<file path="config.mk">
export PLATFORM = sky130hd
export DESIGN_NAME = fetch_status_ctl
export DESIGN_NICKNAME = d
export VERILOG_FILES = /design/src/rtl/fsc_pkg.sv /design/src/rtl/fsc_stall_bits.sv /design/src/rtl/fsc_thread_fsm.sv /design/src/rtl/fsc_retry_slot.sv /design/src/rtl/fetch_status_ctl.sv
export SDC_FILE = /design/constraint.sdc
export NUM_CORES = 1
export LEC_CHECK = 0
export ABC_AREA = 1
export BUFFER_PORTS_ARGS = -buffer_cell sky130_fd_sc_hd__buf_2
export CAP_MARGIN = 20
export CORE_MARGIN = 4
export CORE_UTILIZATION = 51
export DETAILED_ROUTE_END_ITERATION = 16
export GPL_ROUTABILITY_DRIVEN = 1
export MAX_ROUTING_LAYER = met4
export PLACE_DENSITY = 0.89
export SYNTH_ARGS = -nofsm -noshare
export SYNTH_HDL_FRONTEND = slang
export SYNTH_HIERARCHICAL = 1
export SYNTH_SLANG_ARGS = --single-unit
</file>
<file path="constraint.sdc">
create_clock -name clk -period 2.5 [get_ports clk]
set_clock_uncertainty 0.1 [all_clocks]
set_input_delay 0.25 -clock clk [delete_from_list [all_inputs] [get_ports clk]]
set_output_delay 0.25 -clock clk [all_outputs]
set_load 0.03 [all_outputs]
</file>
<file path="src/rtl/fsc_pkg.sv">
`timescale 1ns/1ps
package fsc_pkg;
  // Per-thread fetch state encoding, 4 bits wide.
  typedef enum logic [3:0] {
    ST_IDLE       = 4'd0,
    ST_RUN        = 4'd1,
    ST_SQUASH     = 4'd2,
    ST_BLOCK      = 4'd3,
    ST_WAIT_RSP   = 4'd4,
    ST_WAIT_RETRY = 4'd5,
    ST_LINE_READY = 4'd6,
    ST_TRAP       = 4'd7,
    ST_QUIESCE    = 4'd8
  } fstat_e;

  localparam int NUM_STAGES = 4;
endpackage

</file>
<file path="src/rtl/fsc_stall_bits.sv">
`timescale 1ns/1ps
module fsc_stall_bits #(
  parameter int NUM_THREADS = 2
) (
  input  logic                                          clk,
  input  logic                                          rst,
  input  logic [NUM_THREADS-1:0][fsc_pkg::NUM_STAGES-1:0] block_i,
  input  logic [NUM_THREADS-1:0][fsc_pkg::NUM_STAGES-1:0] unblock_i,
  output logic [NUM_THREADS-1:0][fsc_pkg::NUM_STAGES-1:0] bits_q,
  output logic [NUM_THREADS-1:0][fsc_pkg::NUM_STAGES-1:0] bits_next,
  output logic                                          err_q
);
  logic err_d;

  always_comb begin
    bits_next = block_i | (bits_q & ~unblock_i);
    err_d     = |(unblock_i & (~bits_q | block_i));
  end

  always_ff @(posedge clk) begin
    if (rst) begin
      bits_q <= '0;
      err_q  <= 1'b0;
    end else begin
      bits_q <= bits_next;
      err_q  <= err_d;
    end
  end
endmodule

</file>
<file path="src/rtl/fsc_thread_fsm.sv">
`timescale 1ns/1ps
module fsc_thread_fsm
  import fsc_pkg::*;
#(
  parameter int TAG_W = 3
) (
  input  logic             clk,
  input  logic             rst,
  input  logic             stalled_i,
  input  logic             cmt_sq_i,
  input  logic             rob_sq_i,
  input  logic             dec_sq_i,
  input  logic             rsp_hit_i,
  input  logic [TAG_W-1:0] rsp_tag_i,
  input  logic             retry_own_i,
  input  logic             req_i,
  input  logic             grant_i,
  input  logic             cache_blocked_i,
  output fstat_e           state_o,
  output logic [TAG_W-1:0] tag_o,
  output logic             kill_o,
  output logic             refuse_o,
  output logic             rsp_take_o
);
  fstat_e           state_q, state_d;
  logic [TAG_W-1:0] tag_q;
  logic             quiet;

  always_comb begin
    state_d    = state_q;
    kill_o     = 1'b0;
    quiet      = 1'b0;
    refuse_o   = 1'b0;
    // Control phase: squashes and stalls, highest priority first.
    if (cmt_sq_i) begin
      state_d = ST_SQUASH;
      kill_o  = 1'b1;
    end else if (rob_sq_i) begin
      state_d = ST_SQUASH;
    end else if (dec_sq_i && state_q != ST_SQUASH) begin
      state_d = ST_SQUASH;
      kill_o  = 1'b1;
    end else if (stalled_i && state_q != ST_WAIT_RSP && state_q != ST_WAIT_RETRY) begin
      state_d = ST_BLOCK;
    end else if (state_q == ST_BLOCK || state_q == ST_SQUASH) begin
      state_d = ST_RUN;
    end else begin
      quiet = 1'b1;
    end

    rsp_take_o = quiet && rsp_hit_i && state_q == ST_WAIT_RSP && rsp_tag_i == tag_q;

    // Cache phase: only for a thread the control phase left alone.
    if (quiet) begin
      if (rsp_take_o) begin
        state_d = stalled_i ? ST_BLOCK : ST_LINE_READY;
      end else if (retry_own_i && state_q == ST_WAIT_RETRY) begin
        state_d = ST_WAIT_RSP;
      end else if (req_i) begin
        if (state_q == ST_LINE_READY) begin
          state_d = ST_RUN;
        end else if (state_q == ST_RUN && !cache_blocked_i) begin
          if (grant_i) begin
            state_d = ST_WAIT_RSP;
          end else begin
            state_d  = ST_WAIT_RETRY;
            refuse_o = 1'b1;
          end
        end
      end
    end
  end

  always_ff @(posedge clk) begin
    if (rst) begin
      state_q <= ST_RUN;
      tag_q   <= '0;
    end else begin
      state_q <= state_d;
      if (kill_o) tag_q <= tag_q + 1'b1;
    end
  end

  assign state_o = state_q;
  assign tag_o   = tag_q;
endmodule

</file>
<file path="src/rtl/fsc_retry_slot.sv">
`timescale 1ns/1ps
module fsc_retry_slot #(
  parameter int NUM_THREADS = 2,
  parameter int TID_W       = 1
) (
  input  logic                   clk,
  input  logic                   rst,
  input  logic [NUM_THREADS-1:0] refuse_vec_i,
  input  logic [NUM_THREADS-1:0] kill_vec_i,
  input  logic                   retry_i,
  output logic                   valid_o,
  output logic [TID_W-1:0]       tid_o,
  output logic                   blocked_o
);
  logic [TID_W-1:0] new_tid;

  always_comb begin
    new_tid = '0;
    for (int i = 0; i < NUM_THREADS; i++) begin
      if (refuse_vec_i[i]) new_tid = TID_W'(i);
    end
  end

  always_ff @(posedge clk) begin
    if (rst) begin
      valid_o   <= 1'b0;
      tid_o     <= '0;
      blocked_o <= 1'b0;
    end else begin
      if (retry_i) begin
        valid_o   <= 1'b0;
        blocked_o <= 1'b0;
      end else if (valid_o && kill_vec_i[tid_o]) begin
        valid_o   <= 1'b0;
        blocked_o <= 1'b0;
      end
      if (|refuse_vec_i) begin
        valid_o   <= 1'b1;
        tid_o     <= new_tid;
        blocked_o <= 1'b1;
      end
    end
  end
endmodule

</file>
<file path="src/rtl/fetch_status_ctl.sv">
`timescale 1ns/1ps
module fetch_status_ctl
  import fsc_pkg::*;
#(
  parameter  int NUM_THREADS = 2,
  parameter  int TAG_W       = 3,
  parameter  int CNT_W       = 8,
  localparam int TID_W       = (NUM_THREADS > 1) ? $clog2(NUM_THREADS) : 1
) (
  input  logic                                  clk,
  input  logic                                  rst,
  input  logic [NUM_THREADS-1:0][NUM_STAGES-1:0] block_i,
  input  logic [NUM_THREADS-1:0][NUM_STAGES-1:0] unblock_i,
  input  logic [NUM_THREADS-1:0]                cmt_squash_i,
  input  logic [NUM_THREADS-1:0]                rob_squashing_i,
  input  logic [NUM_THREADS-1:0]                dec_squash_i,
  input  logic                                  ctx_switch_i,
  input  logic                                  req_valid_i,
  input  logic [TID_W-1:0]                      req_tid_i,
  input  logic                                  req_grant_i,
  input  logic                                  rsp_valid_i,
  input  logic [TID_W-1:0]                      rsp_tid_i,
  input  logic [TAG_W-1:0]                      rsp_tag_i,
  input  logic                                  retry_i,
  output logic [NUM_THREADS-1:0][3:0]           status_o,
  output logic [NUM_THREADS-1:0][NUM_STAGES-1:0] stall_bits_o,
  output logic [NUM_THREADS-1:0][TAG_W-1:0]     req_tag_o,
  output logic                                  cache_blocked_o,
  output logic                                  retry_valid_o,
  output logic [TID_W-1:0]                      retry_tid_o,
  output logic [CNT_W-1:0]                      drop_cnt_o,
  output logic                                  protocol_err_o
);
  logic [NUM_THREADS-1:0][NUM_STAGES-1:0] bits_next;
  logic [NUM_THREADS-1:0] kill_vec, refuse_vec, take_vec;

  fsc_stall_bits #(.NUM_THREADS(NUM_THREADS)) u_stall (
    .clk       (clk),
    .rst       (rst),
    .block_i   (block_i),
    .unblock_i (unblock_i),
    .bits_q    (stall_bits_o),
    .bits_next (bits_next),
    .err_q     (protocol_err_o)
  );

  for (genvar t = 0; t < NUM_THREADS; t++) begin : g_thr
    fstat_e st;
    logic   stalled;
    assign stalled = (|bits_next[t]) | ctx_switch_i;

    fsc_thread_fsm #(.TAG_W(TAG_W)) u_fsm (
      .clk             (clk),
      .rst             (rst),
      .stalled_i       (stalled),
      .cmt_sq_i        (cmt_squash_i[t]),
      .rob_sq_i        (rob_squashing_i[t]),
      .dec_sq_i        (dec_squash_i[t]),
      .rsp_hit_i       (rsp_valid_i && rsp_tid_i == TID_W'(t)),
      .rsp_tag_i       (rsp_tag_i),
      .retry_own_i     (retry_i && retry_valid_o && retry_tid_o == TID_W'(t)),
      .req_i           (req_valid_i && req_tid_i == TID_W'(t)),
      .grant_i         (req_grant_i),
      .cache_blocked_i (cache_blocked_o),
      .state_o         (st),
      .tag_o           (req_tag_o[t]),
      .kill_o          (kill_vec[t]),
      .refuse_o        (refuse_vec[t]),
      .rsp_take_o      (take_vec[t])
    );
    assign status_o[t] = st;
  end

  fsc_retry_slot #(.NUM_THREADS(NUM_THREADS), .TID_W(TID_W)) u_slot (
    .clk          (clk),
    .rst          (rst),
    .refuse_vec_i (refuse_vec),
    .kill_vec_i   (kill_vec),
    .retry_i      (retry_i),
    .valid_o      (retry_valid_o),
    .tid_o        (retry_tid_o),
    .blocked_o    (cache_blocked_o)
  );

  always_ff @(posedge clk) begin
    if (rst) begin
      drop_cnt_o <= '0;
    end else if (rsp_valid_i && !(|take_vec)) begin
      drop_cnt_o <= drop_cnt_o + 1'b1;
    end
  end
endmodule

</file>
-- Word level (Yosys, flattened, before mapping)
Cells that the tools add are included.
- add/sub/neg operators: 3
- mux-type cells: 60
- reductions and logical operators: 35
- equal/unequal tests: 20
- order comparisons: 1
- bitwise gates (word level): 11
- operator list (operator ; number):
    two-way mux 4 bit ; 22
    two-way mux 1 bit ; 36
    logical AND 1 bit ; 25
    == test 4 x 3 -> 1 bit, second input constant ; 6
    AND 8 bit ; 2
    == test 4 x 2 -> 1 bit, second input constant ; 4
    inequality test 4 x 3 -> 1 bit, second input constant ; 4
    NOT 8 bit ; 2
    OR 8 bit ; 2
    adder 8 x 1 -> 8 bit, second input constant ; 1
    == test 4 x 1 -> 1 bit, second input constant ; 2
    inequality test 4 x 2 -> 1 bit, second input constant ; 2
    OR reduction 4 bit ; 2
    OR reduction 8 bit ; 1
    adder 3 x 1 -> 3 bit, second input constant ; 2
    == test 3 bit ; 2
    two-way mux 3 bit ; 2
    OR reduction 2 bit ; 2
    NOT 1 bit ; 3
    nonzero test 3 bit ; 1
    logical NOT 1 bit ; 2
    logical OR 1 bit ; 2
    < comparator 1 x 2 -> 1 bit, second input constant ; 1
    OR 1 bit ; 2
- output and inout bits: 34
- input port bits: 34
- flip-flop bits (word level): 33

-- Longest topological paths before layout
Gate-level depths: netlist of the first run.
- depth after elaboration: 18
- gate-level depth with buffers: 17

-- Cells and area by module
Netlist of the first run, hierarchy kept.
- modules (own cells, without submodules) (module ; times used ; area an instance (µm²) ; cells an instance):
    fsc_thread_fsm ; 2 ; 560.5 ; 96
    fetch_status_ctl ; 1 ; 489.2 ; 85
    fsc_stall_bits ; 1 ; 449.2 ; 71
    fsc_retry_slot ; 1 ; 110.1 ; 13

-- Least setup slack after synthesis of the first run
OpenSTA, ideal clock, no wires.
- kind: register to register
- start: register u_stall/bits_q[7] (netlist name)
- end: register drop_cnt_o[5]
- required time: 2.290 ns
- stages on the path, launching flop included: 17
- setup time: 0.110 ns
- arrival: 1.838 ns
- clock period less this slack: 2.047 ns
- slack: 0.453 ns
- path buffers: 0
- path through: dfxtp_1 -> inv_1 -> or2_4 -> nand2_1 -> nor3_1 -> nand2_1 -> nand2_1 -> nand2_1 -> nor2_4 -> nand2_1 -> inv_1 -> nor2_1 -> nand2_1 -> nor2_2 -> nand3_1 -> nand2_1 -> nor2_1
- RTL lines (element ; RTL line ; RTL):
    start, declared ; fsc_stall_bits.sv:9 ; output logic [NUM_THREADS-1:0][fsc_pkg::NUM_STAGES-1:0] bits_q,
    start signal, assigned ; fsc_stall_bits.sv:25 ; bits_q <= bits_next;
    end signal, assigned ; fetch_status_ctl.sv:89 ; drop_cnt_o <= drop_cnt_o + 1'b1;
    end, declared ; fetch_status_ctl.sv:31 ; output logic [CNT_W-1:0] drop_cnt_o,

==> impl_metrics.toml, run 1 <==
[drt]
drtPass1Iterations = 4
first_iter_violations = 94
num_vias = 2322
viasPerCell = 4.80
drcViolationCount = 0
avgRoutedWirePerCell_um = 10.6
drt_wl_total_mm = 5.12
ant_nets = 0

[clock_tree]
cts.sink_count = 33
post-cts-setup-buffers = 0
numCtsBuffers = 5
cts_max_level = 2
ctsRootBufferMaster = "clkbuf_8"
clk_path_buf_depth = 2
ctsResizeCount = 0
cts_tree = "built"
cts_hold_buf = 0
clk_pin_slew_ns = 0.07
insertion_delay_ns = 0.28

[setup_path]
crit_end = "drop_cnt_o[7]"
cp_common_cell = "nand2_1"
crit_slowest_cell = "dfxtp_1"
max_stage_delay_ns = 0.33
rr_endpoint = "drop_cnt_o[7]"
cp-end-kind = "flop"
critPathLaunchType = "flop"
reg2reg_from = "u_stall/bits_q[3]"
cp.arrival_ns = 2.19
r2r_cells = 15
regToRegSetupSlack_ns = 0.43
cp_num_buf_inv = 1
required_ns = 2.62
critPathKind = "reg2reg"
crit_fanout = 5
critPathLaunch = "u_stall/bits_q[3]"
path_cells = "nand2_1 -> nand2_1 -> nor3_1 -> nand2_1 -> nand2_1 -> nand2_1 -> nor2_4 -> nand2_1 -> inv_1 -> nor2_1 -> nand2_1 -> nor2_2 -> nand3_1 -> nand2_1 -> nor2_1"
cp_num_cells = 15
cp_top_family = "simple AND/OR/NAND/NOR gates"

[final_layout]
layout-drive-gt1-share = 0.260
area_growth_syn_to_layout_pct = 23.1
diodes = 0
layout.nets = 470

[floorplan]
die_h_um = 73.2
fp.dieArea_sq_um = 5360
coreArea_sq_um = 4060
num_rows = 23
start_util = 0.535
io_pins = 68
dieWidth_um = 73.2

[placement]
dpl.hpwl_mm = 4.06
gp_congestion = 0.857
portBuffers = 67

[yosys]
async_flop_share = 0
synthFlopType = "dfxtp_1"
synth_edf_count = 0
yosys.area.top_type = "dfxtp_1"
synth_top_cell_area_share = 0.304
synthTopCellsByCount = "nand2_1 (101), inv_1 (69), nor2_1 (42), dfxtp_1 (33), nand3_1 (25)"
yosysSeqAreaShare = 0.304
syn_area_sq_um = 2170
ys_seq_elements = 33
yosys.cell_types.count = 27
yosys-top-cells-area = "dfxtp_1 (30%), nand2_1 (17%), inv_1 (12%)"
syn_inst = 361
yosysMostFrequentCell = "nand2_1"
avgSynthCellArea_sq_um = 6.01
syn-num-nets = 398
yosysWarnings = 6

[sta]
rsz0062_at_grt = "no"
slew_headroom = 0.679
slew_violations = 0
hold_viol = 0
min_period_over_period = 0.830
setup_viol = 0
timing.hold.ws_ns = 0.135
tns_ns = 0
fmax_ghz = 0.482
tightestPinTransition_ns = 0.481
finalCriticalPeriod_ns = 2.07

[job]
max_cap_viol_count = 0

[global_route]
grt_pass1_wl_mm = 8.55
grt_usage = 0.206
grt_max_degree = 21
antenna_found_initial = 0
gr-total-overflow = 0
grt_pass1_vias = 2150

[pwr]
p_leak_nw = 1.49
cellPowerDensity_nw_per_um2 = 501
ir_drop_uv = 422

[outcome]
status = "completed"

[worst_hold_path]
holdCritStartpoint = "block_i[4]"
worstHoldPathType = "in2reg"
==> worst reg2reg max path: stages (launching register included) <==
cell and delay [ns]:
dfxtp_1 0.33, nand2_1 0.09, nand2_1 0.05, nor3_1 0.20, nand2_1 0.13, nand2_1 0.13, nand2_1 0.11, nor2_4 0.15
nand2_1 0.10, inv_1 0.13, nor2_1 0.05, nand2_1 0.16, nor2_2 0.08, nand3_1 0.07, nand2_1 0.05, nor2_1 0.08
==> how the worst min path moves through the flow <==
stage,endpoint,slack [ns],depth (start not counted)
after floorplan,u_slot/blocked_o,0.21,1
after global placement,drop_cnt_o[2],0.38,2
after detailed placement,drop_cnt_o[2],0.38,2
after CTS,u_stall/bits_q[4],0.12,3
after global routing,u_stall/bits_q[4],0.14,3
final,u_stall/bits_q[4],0.13,3
==> cells in the final DEF, fill, tap and decap left out, drive strengths merged <==
cell      n
bufinv    1
dfxtp    33
nand4     4
o21bai    2
or2       6
nor2     55
nand2   108
clkbuf    7
nor3      4
o21a      2
buf      67
ha        3
nor4      2
inv      79
nand3b    2
a21oi    23
o21ai    10
nand3    26
==> metal layers <==
metal	global-route usage	vias to the layer above	share of wire
li1	-	1241	-
met1	0.241	1000	0.44
met2	0.347	79	0.48
met3	0.0537	2	0.075
met4	0.0594	0	0.0063
met5	-	-	0
==> power by group <==
group | switching [W] | total, W | internal (W)
Sequential | 0.0000233 | 0.000574 | 0.000551
Combinational | 0.000163 | 0.000250 | 0.0000868
Clock | 0.000190 | 0.000515 | 0.000325
Total | 0.000376 | 0.00134 | 0.000962
==> cell type report <==
class / instances / area [sq um]
Multi-Input combinational cell: 247 / 1200
Fill cell: 372 / 1390
Timing Repair Buffer: 67 / 335
Sequential cell: 33 / 661
Tap cell: 50 / 62.6
Clock buffer: 7 / 86.3
Inverter: 79 / 297
Clock inverter: 1 / 30.0
==> per-stage QoR <==
stage	total power, W	util	instances	cell area, sq um	setup WS, ns
3_3_place_gp	0.000829	0.630	476	2550	0.442
2_1_floorplan	0.000749	-	361	2170	0.453
3_5_place_dp	0.000835	0.630	476	2550	0.376
5_1_grt	0.00141	0.658	484	2670	0.141
4_1_cts	0.00135	0.658	484	2670	0.397
6_report	0.00134	0.658	484	2670	0.426
==> state kept, by name, indices dropped and copies added (netlist names) <==
signal               flops
g_thr.u_fsm/tag_o        6
u_stall/bits_q           8
u_slot/blocked_o         1
g_thr.u_fsm/state_o      8
drop_cnt_o               8
u_stall/err_q            1
u_slot/tid_o             1
==> cells by family (layout without fill, tap and decap cells) <==
| family | after synthesis | in the layout | synth area share |
|---|---|---|---|
| AOI/OAI and AO/OA | 37 | 37 | 0.0969 |
| buffers and inverters | 81 | 154 | 0.142 |
| and+or+nand+nor | 207 | 207 | 0.439 |
| DFF | 33 | 33 | 0.304 |
| adders and majority gates | 3 | 3 | 0.0173 |
Power figures use the tool's default switching activity.
==> run 2: changes to the inputs <==
==> constraint.sdc (replaced) <==
create_clock -name clk -period 2.1 [get_ports clk]
set_clock_uncertainty 0.1 [all_clocks]
set_input_delay 0.21 -clock clk [delete_from_list [all_inputs] [get_ports clk]]
set_output_delay 0.21 -clock clk [all_outputs]
set_load 0.03 [all_outputs]
==> impl_metrics.toml, run 2 (same netlist as run 1, synthesis figures left out) <==
[outcome]
status = "completed"

[placement]
dpl.cell_count = 476
dpl.hpwl_mm = 4.07
gp_congestion = 0.962
placed_area_sq_um = 2550
portBuffers = 67
place_ws_ns = 0.0866

[sta]
finalCriticalPeriod_ns = 1.96
min_period_over_period = 0.933
fin_ws_ns = 0.140
setup_viol = 0
hold_viol = 0
tightestPinTransition_ns = 0.468
rsz0062_at_grt = "yes"
slew_headroom = 0.688
fmax_ghz = 0.510
slew_violations = 0
timing.hold.ws_ns = 0.0878

[floorplan]
coreArea_sq_um = 4060
start_util = 0.535
io_pins = 68
fp.dieArea_sq_um = 5360
die_h_um = 73.2
dieWidth_um = 73.2
num_rows = 23

[setup_path]
cp_num_buf_inv = 3
cp_top_family = "simple AND/OR/NAND/NOR gates"
critPathLaunchType = "flop"
max_stage_delay_ns = 0.33
critPathKind = "reg2reg"
cp.arrival_ns = 2.03
regToRegSetupSlack_ns = 0.14
required_ns = 2.17
cp-end-kind = "flop"
crit_fanout = 5
path_cells = "inv_1 -> or2_4 -> nand2_1 -> nor3_1 -> nand2_1 -> nand2_2 -> nand2_2 -> nor2_4 -> nand2_1 -> inv_1 -> nor2_1 -> nand2_2 -> buf_4 -> o21ai_0 -> nor2_1"
crit_slowest_cell = "dfxtp_1"

[drt]
drcViolationCount = 0
first_iter_violations = 174
avgRoutedWirePerCell_um = 10.6
viasPerCell = 4.84
drtPass1Iterations = 5
ant_nets = 0
num_vias = 2347
drt_wl_total_mm = 5.16

[clock_tree]
cts_tree = "built"
numCtsBuffers = 5
clk_path_buf_depth = 2
clk_pin_slew_ns = 0.06
ctsRootBufferMaster = "clkbuf_8"
insertion_delay_ns = 0.28
cts_max_level = 2
cts.sink_count = 33

[global_route]
grt_max_degree = 21
grt_pass1_vias = 2125
antenna_found_initial = 0
grt_pass1_wl_mm = 8.53
grt_usage = 0.204
gr-total-overflow = 0

[pwr]
cellPowerDensity_nw_per_um2 = 538
ir_drop_uv = 380
p_leak_nw = 1.48

[final_layout]
final_cell_mix = "nand2_1 (97), inv_1 (68), buf_2 (67), nor2_1 (42), dfxtp_1 (32)"
layout.nets = 471
final_common_cell = "nand2_1"
fin_area_sq_um = 2670
fillCellCount = 364
fin_cells = 485
diodes = 0
utilization = 0.658
area_growth_syn_to_layout_pct = 23.0
layout-drive-gt1-share = 0.276

[worst_hold_path]
worstHoldPathType = "in2reg"

[job]
max_cap_viol_count = 0
-- run 2: final cells by class --
type	count	area (sq um)	area share
multi-input cells	247	1220	0.459
flip-flops and latches	33	662	0.248
inverters	79	297	0.111
repair buffers	68	343	0.128
well taps	50	62.6	0.0234
clock buffers	8	80.1	0.0300
-- run 2: stage by stage --
step / total power [W] / TNS, ns
floorplan: 0.000891 / 0
global placement: 0.000986 / 0
detailed placement: 0.000995 / 0
CTS: 0.00144 / 0
global route: 0.00152 / -0.162
finish: 0.00144 / 0
-- run 2: timing repair --
| item | CTS | global route |
|---|---|---|
| endpoints found under the setup margin | 0 | 9 |
| resized for setup | 0 | 9 |
| setup buffers | 0 | 1 |
| hold buffers | 0 | 0 |
-- run 2: layer usage --
layer / wire [um] / GRT usage / vias to the layer above
li1: - / - / 1243
met1: 2350 / 0.248 / 1021
met2: 2390 / 0.334 / 79
met3: 360 / 0.0455 / 4
met4: 51 / 0.0635 / 0
met5: 0 / - / -
-- run 2: report_power, final --
part           internal [W]  switching [W]  total (W)
sequential         0.000656      0.0000304   0.000686
clock              0.000235       0.000214   0.000449
combinational      0.000105       0.000196   0.000301
total              0.000996       0.000440    0.00144
-- run 2: worst reg2reg max path, cell delays in order (launching register included) --
cell	delay (ns)
dfxtp_1	0.33
inv_1	0.05
or2_4	0.23
nand2_1	0.06
nor3_1	0.05
nand2_1	0.10
nand2_2	0.09
nand2_2	0.10
nor2_4	0.05
nand2_1	0.08
inv_1	0.06
nor2_1	0.11
nand2_2	0.12
buf_4	0.15
o21ai_0	0.14
nor2_1	0.05
-- run 2: final timing paths --
check                    start           endpoint  depth (start not counted)
min                 block_i[0]  u_stall/bits_q[0]                          3
max          u_stall/bits_q[7]      drop_cnt_o[1]                         15
max reg2reg  u_stall/bits_q[7]      drop_cnt_o[1]                         15
min reg2reg      drop_cnt_o[2]      drop_cnt_o[2]                          2
